`src/rtl/pwr_sw_pkg.sv`:
```
// Package: opcodes and per-switch status record for the power switch controller.
package pwr_sw_pkg;
    typedef enum logic [7:0] {
        OP_ON    = 8'h11,
        OP_OFF   = 8'h22,
        OP_RESET = 8'h33,
        OP_FORCE = 8'h44,
        OP_SEQ   = 8'h55
    } pwr_op_e;

    // Packed so that bit 0 is enable, bit 1 trip, bit 2 force.
    typedef struct packed {
        logic force_on;
        logic tripped;
        logic enabled;
    } sw_stat_t;
endpackage

```
`src/rtl/pwr_oc_filter.sv`:
```
// Module: pwr_oc_filter
// Declares an over-current trip once oc_in has been seen high on an active
// output for OC_CYC consecutive edges. Assumes OC_CYC >= 2 and oc_in is
// synchronous to clk.
module pwr_oc_filter #(
    parameter int OC_CYC = 4
) (
    input  logic clk,
    input  logic rst_n,
    input  logic active,
    input  logic oc_in,
    output logic trip_hit
);
    localparam int CNT_W = (OC_CYC > 2) ? $clog2(OC_CYC) : 1;

    logic [CNT_W-1:0] run_q;

    assign trip_hit = active && oc_in && (run_q == CNT_W'(OC_CYC - 1));

    // Count consecutive qualified over-current samples; restart on any gap.
    always_ff @(posedge clk) begin
        if (!rst_n)
            run_q <= '0;
        else if (trip_hit)
            run_q <= '0;
        else if (active && oc_in)
            run_q <= run_q + CNT_W'(1);
        else
            run_q <= '0;
    end


    trip_needs_run_chk: assert property (@(posedge clk) disable iff (!rst_n)
        trip_hit |-> $past(active && oc_in));
endmodule

```
`src/rtl/pwr_rail_seq.sv`:
```
// Module: pwr_rail_seq
// Timer for the sequenced turn-on: after start, fires once dly+1 edges
// later unless cancelled. A new start restarts the wait.
module pwr_rail_seq #(
    parameter int DLY_W = 8
) (
    input  logic             clk,
    input  logic             rst_n,
    input  logic             start,
    input  logic             cancel,
    input  logic [DLY_W-1:0] dly,
    output logic             fire
);
    logic             pend_q;
    logic [DLY_W-1:0] cnt_q;

    assign fire = pend_q && (cnt_q == '0) && !cancel;

    // Hold the pending flag and count the remaining gap.
    always_ff @(posedge clk) begin
        if (!rst_n) begin
            pend_q <= 1'b0;
            cnt_q  <= '0;
        end else if (start) begin
            pend_q <= 1'b1;
            cnt_q  <= dly;
        end else if (cancel || fire) begin
            pend_q <= 1'b0;
        end else if (pend_q) begin
            cnt_q <= cnt_q - DLY_W'(1);
        end
    end


    seq_cancel_chk: assert property (@(posedge clk) disable iff (!rst_n)
        (cancel && !start) |=> !pend_q);
endmodule

```
`src/rtl/pwr_switch_cell.sv`:
```
// Module: pwr_switch_cell
// State of one switch: enable, latched trip and force. Applies the command
// priority off > force > reset > on, then a declared trip. Assumes at most
// the gated requests of one command arrive per cycle.
module pwr_switch_cell
    import pwr_sw_pkg::*;
(
    input  logic     clk,
    input  logic     rst_n,
    input  logic     req_on,
    input  logic     req_off,
    input  logic     req_reset,
    input  logic     req_force,
    input  logic     trip_hit,
    output sw_stat_t stat_o
);
    sw_stat_t stat_q, stat_d;

    // Next state from the command, then the trip override.
    always_comb begin
        stat_d = stat_q;
        if (req_off) begin
            stat_d.enabled  = 1'b0;
            stat_d.force_on = 1'b0;
        end else if (req_force) begin
            stat_d.enabled  = 1'b1;
            stat_d.force_on = 1'b1;
        end else if (req_reset) begin
            stat_d.enabled = 1'b1;
            stat_d.tripped = 1'b0;
        end else if (req_on && !stat_q.tripped) begin
            stat_d.enabled = 1'b1;
        end
        if (trip_hit) begin
            stat_d.tripped = 1'b1;
            if (!stat_d.force_on)
                stat_d.enabled = 1'b0;
        end
    end

    // Register the switch state.
    always_ff @(posedge clk) begin
        if (!rst_n) stat_q <= '0;
        else        stat_q <= stat_d;
    end

    assign stat_o = stat_q;


    no_auto_on_chk: assert property (@(posedge clk) disable iff (!rst_n)
        $rose(stat_q.enabled) |-> $past(req_on || req_reset || req_force));

    trip_off_chk: assert property (@(posedge clk) disable iff (!rst_n)
        (trip_hit && !stat_q.force_on && !req_force) |=> (!stat_q.enabled && stat_q.tripped));

    force_hold_chk: assert property (@(posedge clk) disable iff (!rst_n)
        (stat_q.force_on && !req_off) |=> stat_q.enabled);
endmodule

```
`src/rtl/pwr_switch_ctrl.sv`:
```
// Module: pwr_switch_ctrl (top)
// Bank of N_SUP supply masters, each feeding N_BR branch switches, driven
// by commands. Decodes commands, gates the high rail on the low rail,
// runs the sequenced turn-on and per-switch over-current filters.
// Assumes inputs are synchronous to clk.
module pwr_switch_ctrl
    import pwr_sw_pkg::*;
#(
    parameter int N_SUP   = 3,
    parameter int N_BR    = 2,
    parameter int OC_CYC  = 4,
    parameter int DLY_W   = 8,
    parameter int IDX_W   = 8,
    parameter int LO_RAIL = 0,
    parameter int HI_RAIL = 1,
    parameter int NSW     = N_SUP * (1 + N_BR)
) (
    input  logic             clk,
    input  logic             rst_n,
    input  logic             cmd_valid,
    input  logic [7:0]       cmd_op,
    input  logic [IDX_W-1:0] cmd_idx,
    input  logic [DLY_W-1:0] cfg_seq_dly,
    input  logic [NSW-1:0]   oc_in,
    output logic [NSW-1:0]   sw_out,
    output logic [3*NSW-1:0] status
);
    localparam int ST_W = 3;

    sw_stat_t       st [NSW];
    logic [NSW-1:0] en_v;
    logic [NSW-1:0] active;
    logic [NSW-1:0] hit;
    logic           cmd_ok, op_on, op_off, op_reset, op_force;
    logic           seq_start, seq_cancel, seq_fire, lo_on;

    assign cmd_ok     = cmd_valid && (int'(cmd_idx) < NSW);
    assign op_on      = cmd_ok && (cmd_op == OP_ON);
    assign op_off     = cmd_ok && (cmd_op == OP_OFF);
    assign op_reset   = cmd_ok && (cmd_op == OP_RESET);
    assign op_force   = cmd_ok && (cmd_op == OP_FORCE);
    assign seq_start  = cmd_valid && (cmd_op == OP_SEQ);
    assign seq_cancel = op_off && ((int'(cmd_idx) == LO_RAIL) || (int'(cmd_idx) == HI_RAIL));
    assign lo_on      = en_v[LO_RAIL];

    pwr_rail_seq #(.DLY_W(DLY_W)) u_seq (
        .clk    (clk),
        .rst_n  (rst_n),
        .start  (seq_start),
        .cancel (seq_cancel),
        .dly    (cfg_seq_dly),
        .fire   (seq_fire)
    );

    for (genvar i = 0; i < NSW; i++) begin : g_sw
        localparam int PAR   = (i < N_SUP) ? i : (i - N_SUP) / N_BR;
        localparam bit IS_LO = (i == LO_RAIL);
        localparam bit IS_HI = (i == HI_RAIL);

        logic sel, gate, r_on, r_off, r_reset, r_force;

        assign sel     = (int'(cmd_idx) == i);
        assign gate    = IS_HI ? lo_on : 1'b1;
        assign r_on    = gate && ((op_on && sel) || (IS_LO && seq_start) || (IS_HI && seq_fire));
        assign r_off   = op_off && sel;
        assign r_reset = gate && op_reset && sel;
        assign r_force = gate && op_force && sel;

        pwr_switch_cell u_cell (
            .clk       (clk),
            .rst_n     (rst_n),
            .req_on    (r_on),
            .req_off   (r_off),
            .req_reset (r_reset),
            .req_force (r_force),
            .trip_hit  (hit[i]),
            .stat_o    (st[i])
        );

        assign en_v[i] = st[i].enabled;
        assign status[ST_W*i +: ST_W] = st[i];

        if (i < N_SUP) begin : g_master
            assign active[i] = en_v[i];
        end else begin : g_branch
            assign active[i] = en_v[i] && en_v[PAR];

            branch_parent_chk: assert property (@(posedge clk) disable iff (!rst_n)
                sw_out[i] |-> st[PAR].enabled);
        end

        pwr_oc_filter #(.OC_CYC(OC_CYC)) u_flt (
            .clk      (clk),
            .rst_n    (rst_n),
            .active   (active[i]),
            .oc_in    (oc_in[i]),
            .trip_hit (hit[i])
        );
    end

    assign sw_out = active;


    hi_order_chk: assert property (@(posedge clk) disable iff (!rst_n)
        $rose(en_v[HI_RAIL]) |-> $past(en_v[LO_RAIL]));
endmodule

```
`config.mk`:
```
export PLATFORM = sky130hd
export DESIGN_NAME = pwr_switch_ctrl
export DESIGN_NICKNAME = d
export VERILOG_FILES = /design/src/rtl/pwr_sw_pkg.sv /design/src/rtl/pwr_oc_filter.sv /design/src/rtl/pwr_rail_seq.sv /design/src/rtl/pwr_switch_cell.sv /design/src/rtl/pwr_switch_ctrl.sv
export SDC_FILE = /design/constraint.sdc
export NUM_CORES = 1
export LEC_CHECK = 0
export CAP_MARGIN = 20
export CORE_ASPECT_RATIO = 0.6
export CORE_UTILIZATION = 30
export CTS_CLUSTER_SIZE = 24
export DETAILED_ROUTE_END_ITERATION = 10
export MAX_ROUTING_LAYER = met4
export PLACE_DENSITY = 0.52
export REMOVE_ABC_BUFFERS = 1
export SYNTH_ARGS = -nofsm -noshare
export SYNTH_HDL_FRONTEND = slang
export SYNTH_HIERARCHICAL = 1
export SYNTH_SLANG_ARGS = --single-unit
export TNS_END_PERCENT = 10
```
`constraint.sdc`:
```
create_clock -name clk -period 4.37 [get_ports clk]
set_clock_uncertainty 0.2 [all_clocks]
set_input_delay 1.311 -clock clk [delete_from_list [all_inputs] [get_ports clk]]
set_output_delay 1.311 -clock clk [all_outputs]
set_load 0.03 [all_outputs]
```
==> qor.tcl, run 1 <==
set qor(cp_max_fo) 5
set qor(seq_area_frac_synth_pct) 38.6
set qor(worstHoldStart) {g_sw[4].u_cell/stat_o[2]}
set qor(global_route.overflow_total) 0
set qor(cts_hold_buffers) 0
set qor(fp-row-count) 26
set qor(power.leakage_nw) 1.41
set qor(grt_pass1_vias) 2483
set qor(timing.critical_path.arrival_ps) 3770
set qor(synth_seq_cells) 54
set qor(core_area_mm2) 0.00878
set qor(worstHoldPathCells) 2
set qor(timing.setup.tns_ps) 0
set qor(clkSlewWorstSetupHoldPaths_ps) 70
set qor(regToRegStartpoint) {u_seq/cnt_q[1]}
set qor(r2r.worst_path.cells) 9
set qor(hold_path_end) {g_sw[4].u_cell/stat_o[2]}
set qor(share_of_cells_above_drive_strength_1_pct) 7.83
set qor(detailedRoute.firstIterationViolations) 195
set qor(clock_sinks) 54
set qor(final_antenna_net_count) 0
set qor(crit-reg2reg-capture) {g_sw[1].u_cell/stat_o[0]}
set qor(die_width_um) 127
set qor(worst_skew_pair.late_latency_ps) 290
set qor(max_clock_freq_ghz) 0.264
set qor(setup_ws_ps) 577
set qor(dpl.hpwl_um) 5690
set qor(synthesis.yosys.warnings) 6
set qor(tightest_slew_ps) 542
set qor(synth_area_leader_cell) {sky130_fd_sc_hd__dfxtp_1}
set qor(ports_placed_on_the_boundary) 72
set qor(tritoncts.num_buffers) 5
set qor(drc) 0
set qor(worstSetupStartpointType) {primary input}
set qor(cp.required_ps) 4340
set qor(layout_worst_path_cycle_share_pct) 86.8
set qor(route.vias.total) 2555
set qor(maxSlewHeadroom_pct) 63.6
set qor(io_buffers) 71
set qor(hold_path_class) {reg2reg}
set qor(cts_root_buf) {sky130_fd_sc_hd__clkbuf_16}
set qor(grt_setup_unrepaired) {no}
set qor(synth-main-ff-cell) {sky130_fd_sc_hd__dfxtp_1}
set qor(grtUsageTotal_pct) 16.6
set qor(n_fill_cell) 866
set qor(ff2ff_setup_slack_ps) 2400
set qor(h-tree-depth) 2
set qor(die-area_mm2) 0.00975
set qor(synth-edff-count) 0
set qor(timing.final.hold_violations) 0
set qor(placed_area_mm2) 0.00366
set qor(final_design_utilization_pct) 43.3
set qor(post_cts.repair.setup_buffers) 0
set qor(post-route-cell-area_mm2) 0.00380
set qor(finalWorstPathRequiredPeriod_ps) 3790
set qor(totalPowerFinal_mw) 0.944
set qor(maxSlewViolCount) 0
set qor(post_layout_nonfiller_instances) 508
set qor(number_of_failing_setup_endpoints_in_the_final_timing_report) 0
set qor(outcome) {completed}
set qor(asyncSetResetFlopFracSynth_pct) 0
set qor(wl_um) 7540
set qor(avg_wl_per_cell_um) 14.8
set qor(cts_max_path_buffers) 2
set qor(die_height_um) 76.9
set qor(synth_cell_type_count) 45
set qor(maximum_number_of_pins_on_one_net_before_global_route_repair) 39
set qor(dpl_worst_slack_ps) 304
set qor(num_antenna_cells) 0
set qor(grt_antenna_before_repair) 0
set qor(synth_cells) 318
set qor(mappedNetlistArea_mm2) 0.00280
set qor(power-per-cell-area_mw_per_mm2) 248
set qor(initial_utilization_pct) 31.9
set qor(number_of_iterations_in_the_first_detailed_routing_pass) 7
set qor(timing.max_cap.violations) 0
set qor(cts_tree) {yes}
set qor(cp-end-kind) {register}
set qor(netlist_top_cells_area) {sky130_fd_sc_hd__dfxtp_1 (39%), sky130_fd_sc_hd__nor2_1 (9.1%), sky130_fd_sc_hd__ha_1 (4.9%)}
set qor(layout_stage_area_growth_over_the_synthesis_result_pct) 35.6
set qor(post_dr_vias_cell) 5.03
set qor(routabilityCongestion) 0.857
set qor(design.final.nets) 443
set qor(critPathKind) {in2reg}
set qor(grt_pass1_wl_um) 12400
set qor(vdd_ir_drop_max_mv) 0.146
set qor(synth_largest_type_area_fraction_pct) 38.6
set qor(post-place-cells) 501
set qor(timing.hold.ws_ps) 292
set qor(cts_repair_resize_count) 0
set qor(synthesis.area_per_instance_um2) 8.81
where the power goes:
group	internal, mW	switching [mW]
registers	0.492	0.000523
logic	0.0371	0.0262
clock network	0.210	0.178
total	0.739	0.205
worst max path at each step:
stage	startpoint	to	depth (start not counted)
global route	cmd_idx[7]	u_seq/cnt_q[2]	9
CTS	cmd_idx[7]	u_seq/cnt_q[2]	9
finish	cmd_idx[7]	u_seq/cnt_q[2]	9
detailed placement	cmd_idx[7]	u_seq/cnt_q[2]	9
global placement	cmd_idx[7]	u_seq/cnt_q[0]	9
floorplan	cmd_idx[7]	g_sw[1].u_cell/stat_o[0]	9
cells in the mapped netlist (10+ instances only):
master,n
sky130_fd_sc_hd__nand2b_1,12
sky130_fd_sc_hd__nor2_1,68
sky130_fd_sc_hd__nor2b_1,12
sky130_fd_sc_hd__a211oi_1,12
sky130_fd_sc_hd__dfxtp_1,54
sky130_fd_sc_hd__inv_1,12
sky130_fd_sc_hd__and3_1,10
sky130_fd_sc_hd__nand2_1,11
sky130_fd_sc_hd__o21ai_0,16
sky130_fd_sc_hd__ha_1,11
sky130_fd_sc_hd__and4_1,11
per-layer routing:
| layer | vias to the layer above | routed length [um] | global-route usage (%) |
|---|---|---|---|
| met5 | - | 0 | - |
| met4 | 0 | 56 | 3.81 |
| met3 | 6 | 436 | 4.47 |
| met2 | 65 | 2920 | 22.9 |
| met1 | 1153 | 4120 | 23.8 |
| li1 | 1331 | - | - |
worst max-delay path, cell delays in order:
cell,delay (ps)
sky130_fd_sc_hd__clkdlybuf4s50_1,420
sky130_fd_sc_hd__or4_4,590
sky130_fd_sc_hd__nor4_4,350
sky130_fd_sc_hd__nand2_2,100
sky130_fd_sc_hd__nor4_2,280
sky130_fd_sc_hd__nand2b_1,260
sky130_fd_sc_hd__a21oi_2,90
sky130_fd_sc_hd__a211oi_1,280
sky130_fd_sc_hd__nor3_1,80
cell families after synthesis:
family | count (synthesis) | synth area share, %
buffers and inverters | 18 | 2.81
adder cells (fa/ha/maj) | 11 | 4.91
AND/OR/NAND/NOR | 180 | 38.0
AO/OA/AOI/OAI | 51 | 14.4
flip-flops | 54 | 38.6
XOR/XNOR | 4 | 1.25
placed cells by master (no fill, tap or decap), drive strengths merged, types with 2 or more instances in the layout:
cell type | Yosys | layout
a2111oi | 9 | 9
a211oi | 12 | 12
a21oi | 4 | 4
and2 | 7 | 7
and3 | 10 | 10
and4 | 11 | 11
and4b | 9 | 9
buf | 3 | 6
clkbuf | 3 | 6
clkdlybuf4s50 | 0 | 71
dfxtp | 54 | 54
ha | 11 | 11
inv | 12 | 12
nand2 | 13 | 13
nand2b | 12 | 12
nand3 | 6 | 6
nand4b | 2 | 2
nor2 | 68 | 68
nor2b | 12 | 12
nor3 | 4 | 4
nor3b | 3 | 3
nor4 | 5 | 5
nor4b | 10 | 10
o21ai | 17 | 17
or3 | 2 | 2
or4 | 3 | 3
xnor2 | 4 | 4
area by class of cell:
type | count | area (um2) | area share (%)
multi-input cells | 246 | 1640 | 43.2
clock inverters | 1 | 7.51 | 0.197
repair buffers | 77 | 756 | 19.9
well taps | 112 | 140 | 3.69
flip-flops and latches | 54 | 1080 | 28.4
clock buffers | 6 | 129 | 3.39
inverters | 12 | 45.0 | 1.18
sequential cells by signal (all words and copies together), names as in the netlist:
signal,flops
g_sw.u_flt/run_q,18
g_sw.u_cell/stat_o,27
u_seq/pend_q,1
u_seq/cnt_q,8
No activity file was read; power rests on OpenSTA's default activity.
==> run 2: changes to the inputs <==
==> constraint.sdc (replaced) <==
create_clock -name clk -period 4.55 [get_ports clk]
set_clock_uncertainty 0.2 [all_clocks]
set_input_delay 1.365 -clock clk [delete_from_list [all_inputs] [get_ports clk]]
set_output_delay 1.365 -clock clk [all_outputs]
set_load 0.1 [all_outputs]
==> run 2 against run 1 <==
Via count barely moved. Non-clock buffer count fell by 2. Cell count decreased by 0.20%. Register-to-register slack better by 170 ps. Largest cell class unchanged. Critical endpoint is now u_seq/cnt_q[0]. Flip-flop and latch count stayed put. Utilization shrank 0.23 points. Total power decreased by 1.9%. Sequential share of layout area up 0.15 points. Worst hold slack improved by 2.2 ps. Clock-buffer cell count unchanged.
==> qor.tcl, run 2 (synthesis gave the netlist of run 1 again) <==
set qor(dpl.hpwl_um) 5630
set qor(final_design_utilization_pct) 43.0
set qor(io_buffers) 71
set qor(crit-reg2reg-capture) {g_sw[1].u_cell/stat_o[0]}
set qor(routabilityCongestion) 0.887
set qor(cts_max_path_buffers) 2
set qor(number_of_iterations_in_the_first_detailed_routing_pass) 4
set qor(cts_repair_resize_count) 0
set qor(timing.setup.tns_ps) 0
set qor(share_of_cells_above_drive_strength_1_pct) 9.87
set qor(grt_pass1_vias) 2499
set qor(post_dr_vias_cell) 5.04
set qor(cts_root_buf) {sky130_fd_sc_hd__clkbuf_16}
set qor(tightest_slew_ps) 984
set qor(post_cts.repair.setup_buffers) 0
set qor(wl_um) 7430
set qor(hold_path_class) {reg2reg}
set qor(clkSlewWorstSetupHoldPaths_ps) 70
set qor(max_clock_freq_ghz) 0.259
set qor(critPathKind) {in2reg}
set qor(max_ffs_per_register) 27
set qor(initial_utilization_pct) 31.9
set qor(power.internal_mw) 0.726
set qor(global_route.overflow_total) 0
set qor(core_area_mm2) 0.00878
set qor(clock_sinks) 54
set qor(total_switching_power_mw) 0.200
set qor(r2r.worst_path.cells) 9
set qor(drc) 0
set qor(combPwrFrac_pct) 6.5
set qor(die_width_um) 127
set qor(outcome) {completed}
set qor(ports_placed_on_the_boundary) 72
set qor(final_antenna_net_count) 0
set qor(tritoncts.num_buffers) 5
set qor(share_seq_of_total_power_pct) 51.1
set qor(ff_latch_area_mm2) 0.00108
set qor(maxSlewViolCount) 0
set qor(multi_input_area_mm2) 0.00164
set qor(h-tree-depth) 2
set qor(grt_antenna_before_repair) 0
set qor(cts_tree) {yes}
set qor(grt_setup_unrepaired) {no}
set qor(regToRegStartpoint) {u_seq/cnt_q[0]}
set qor(ff2ff_setup_slack_ps) 2570
set qor(final_common_cell) {sky130_fd_sc_hd__nor2_1}
set qor(die-area_mm2) 0.00975
set qor(timing.final.hold_violations) 0
set qor(route.vias.total) 2556
set qor(num_antenna_cells) 0
set qor(die_height_um) 76.9
set qor(n_fill_cell) 864
set qor(grtUsageTotal_pct) 16.7
set qor(vdd_ir_drop_max_mv) 0.131
set qor(layout_worst_path_cycle_share_pct) 84.8
set qor(number_of_failing_setup_endpoints_in_the_final_timing_report) 0
set qor(finalWorstPathRequiredPeriod_ps) 3860
set qor(layout_stage_area_growth_over_the_synthesis_result_pct) 34.9
set qor(cp-end-kind) {register}
set qor(worstSetupStartpointType) {primary input}
set qor(detailedRoute.firstIterationViolations) 83
set qor(fp-row-count) 26
set qor(final_cell_mix) {sky130_fd_sc_hd__nor2_1 (68), sky130_fd_sc_hd__clkdlybuf4s50_1 (63), sky130_fd_sc_hd__dfxtp_1 (54)}
set qor(share_clk_of_total_power_pct) 42.4
set qor(cp_max_fo) 5
set qor(timing.critical_path.arrival_ps) 3850
set qor(avg_wl_per_cell_um) 14.6
set qor(timing.max_cap.violations) 0
set qor(maximum_number_of_pins_on_one_net_before_global_route_repair) 39
set qor(switching_share_pct) 21.6
set qor(cts_hold_buffers) 0
set qor(cp.required_ps) 4540
set qor(setup.worst_path.end) {u_seq/cnt_q[0]}
set qor(grt_pass1_wl_um) 12400
set qor(power-per-cell-area_mw_per_mm2) 245
set qor(maxSlewHeadroom_pct) 34.2
set qor(power.leakage_nw) 1.42
set qor(worst_skew_pair.late_latency_ps) 300
set qor(design.final.nets) 441
set qor(setup.worst_path.start) {cmd_idx[7]}
[run 2: cell type report]
cell class	count	area share [%]
multi-input combinational	246	43.4
clock buffer	6	3.67
sequential	54	28.6
inverter	12	1.19
timing repair buffer	75	19.1
tap	112	3.71
clock inverter	2	0.331
[run 2: worst min-delay path by stage]
stage,start,endpoint,slack (ps),cells past startpoint
floorplan,u_seq/cnt_q[5],u_seq/cnt_q[5],290,2
global placement,g_sw[5].u_cell/stat_o[2],g_sw[5].u_cell/stat_o[2],280,2
detailed placement,g_sw[5].u_cell/stat_o[2],g_sw[5].u_cell/stat_o[2],270,2
CTS,g_sw[7].u_cell/stat_o[2],g_sw[7].u_cell/stat_o[2],300,2
global route,g_sw[4].u_cell/stat_o[2],g_sw[4].u_cell/stat_o[2],330,2
finish,g_sw[5].u_cell/stat_o[2],g_sw[5].u_cell/stat_o[2],290,2
[run 2: stage by stage]
step	setup slack, ps	hold WS (ps)	power (mW)	area, um2	instances
floorplan	356	293	0.500	2770	312
global placement	441	281	0.544	3630	499
detailed placement	408	273	0.544	3630	499
CTS	708	303	0.941	3780	507
global route	530	327	0.965	3780	507
finish	692	294	0.926	3780	507
[run 2: worst max-delay path: stages]
cell and delay (ps):
sky130_fd_sc_hd__clkdlybuf4s50_1 420, sky130_fd_sc_hd__or4_4 590, sky130_fd_sc_hd__nor4_4 340, sky130_fd_sc_hd__nand2_2 100, sky130_fd_sc_hd__nor4_2 320, sky130_fd_sc_hd__nand2b_1 260
sky130_fd_sc_hd__a21oi_2 90, sky130_fd_sc_hd__xnor2_1 160, sky130_fd_sc_hd__o211a_1 200
[run 2: power groups by stage]
stage          combinational (mW)  clock [mW]  sequential (mW)
2_1_floorplan              0.0161           0            0.484
3_3_place_gp               0.0598           0            0.484
3_5_place_dp               0.0602           0            0.484
4_1_cts                    0.0605       0.408            0.473
5_1_grt                    0.0659       0.426            0.473
6_report                   0.0600       0.393            0.473
[run 2: metal layers]
metal,GRT usage [%],part of all wire [%],up-vias
met2,23.5,38,70
li1,-,-,1307
met4,4.29,0.98,0
met5,-,0,-
met3,4.12,5.5,8
met1,23.5,55,1171
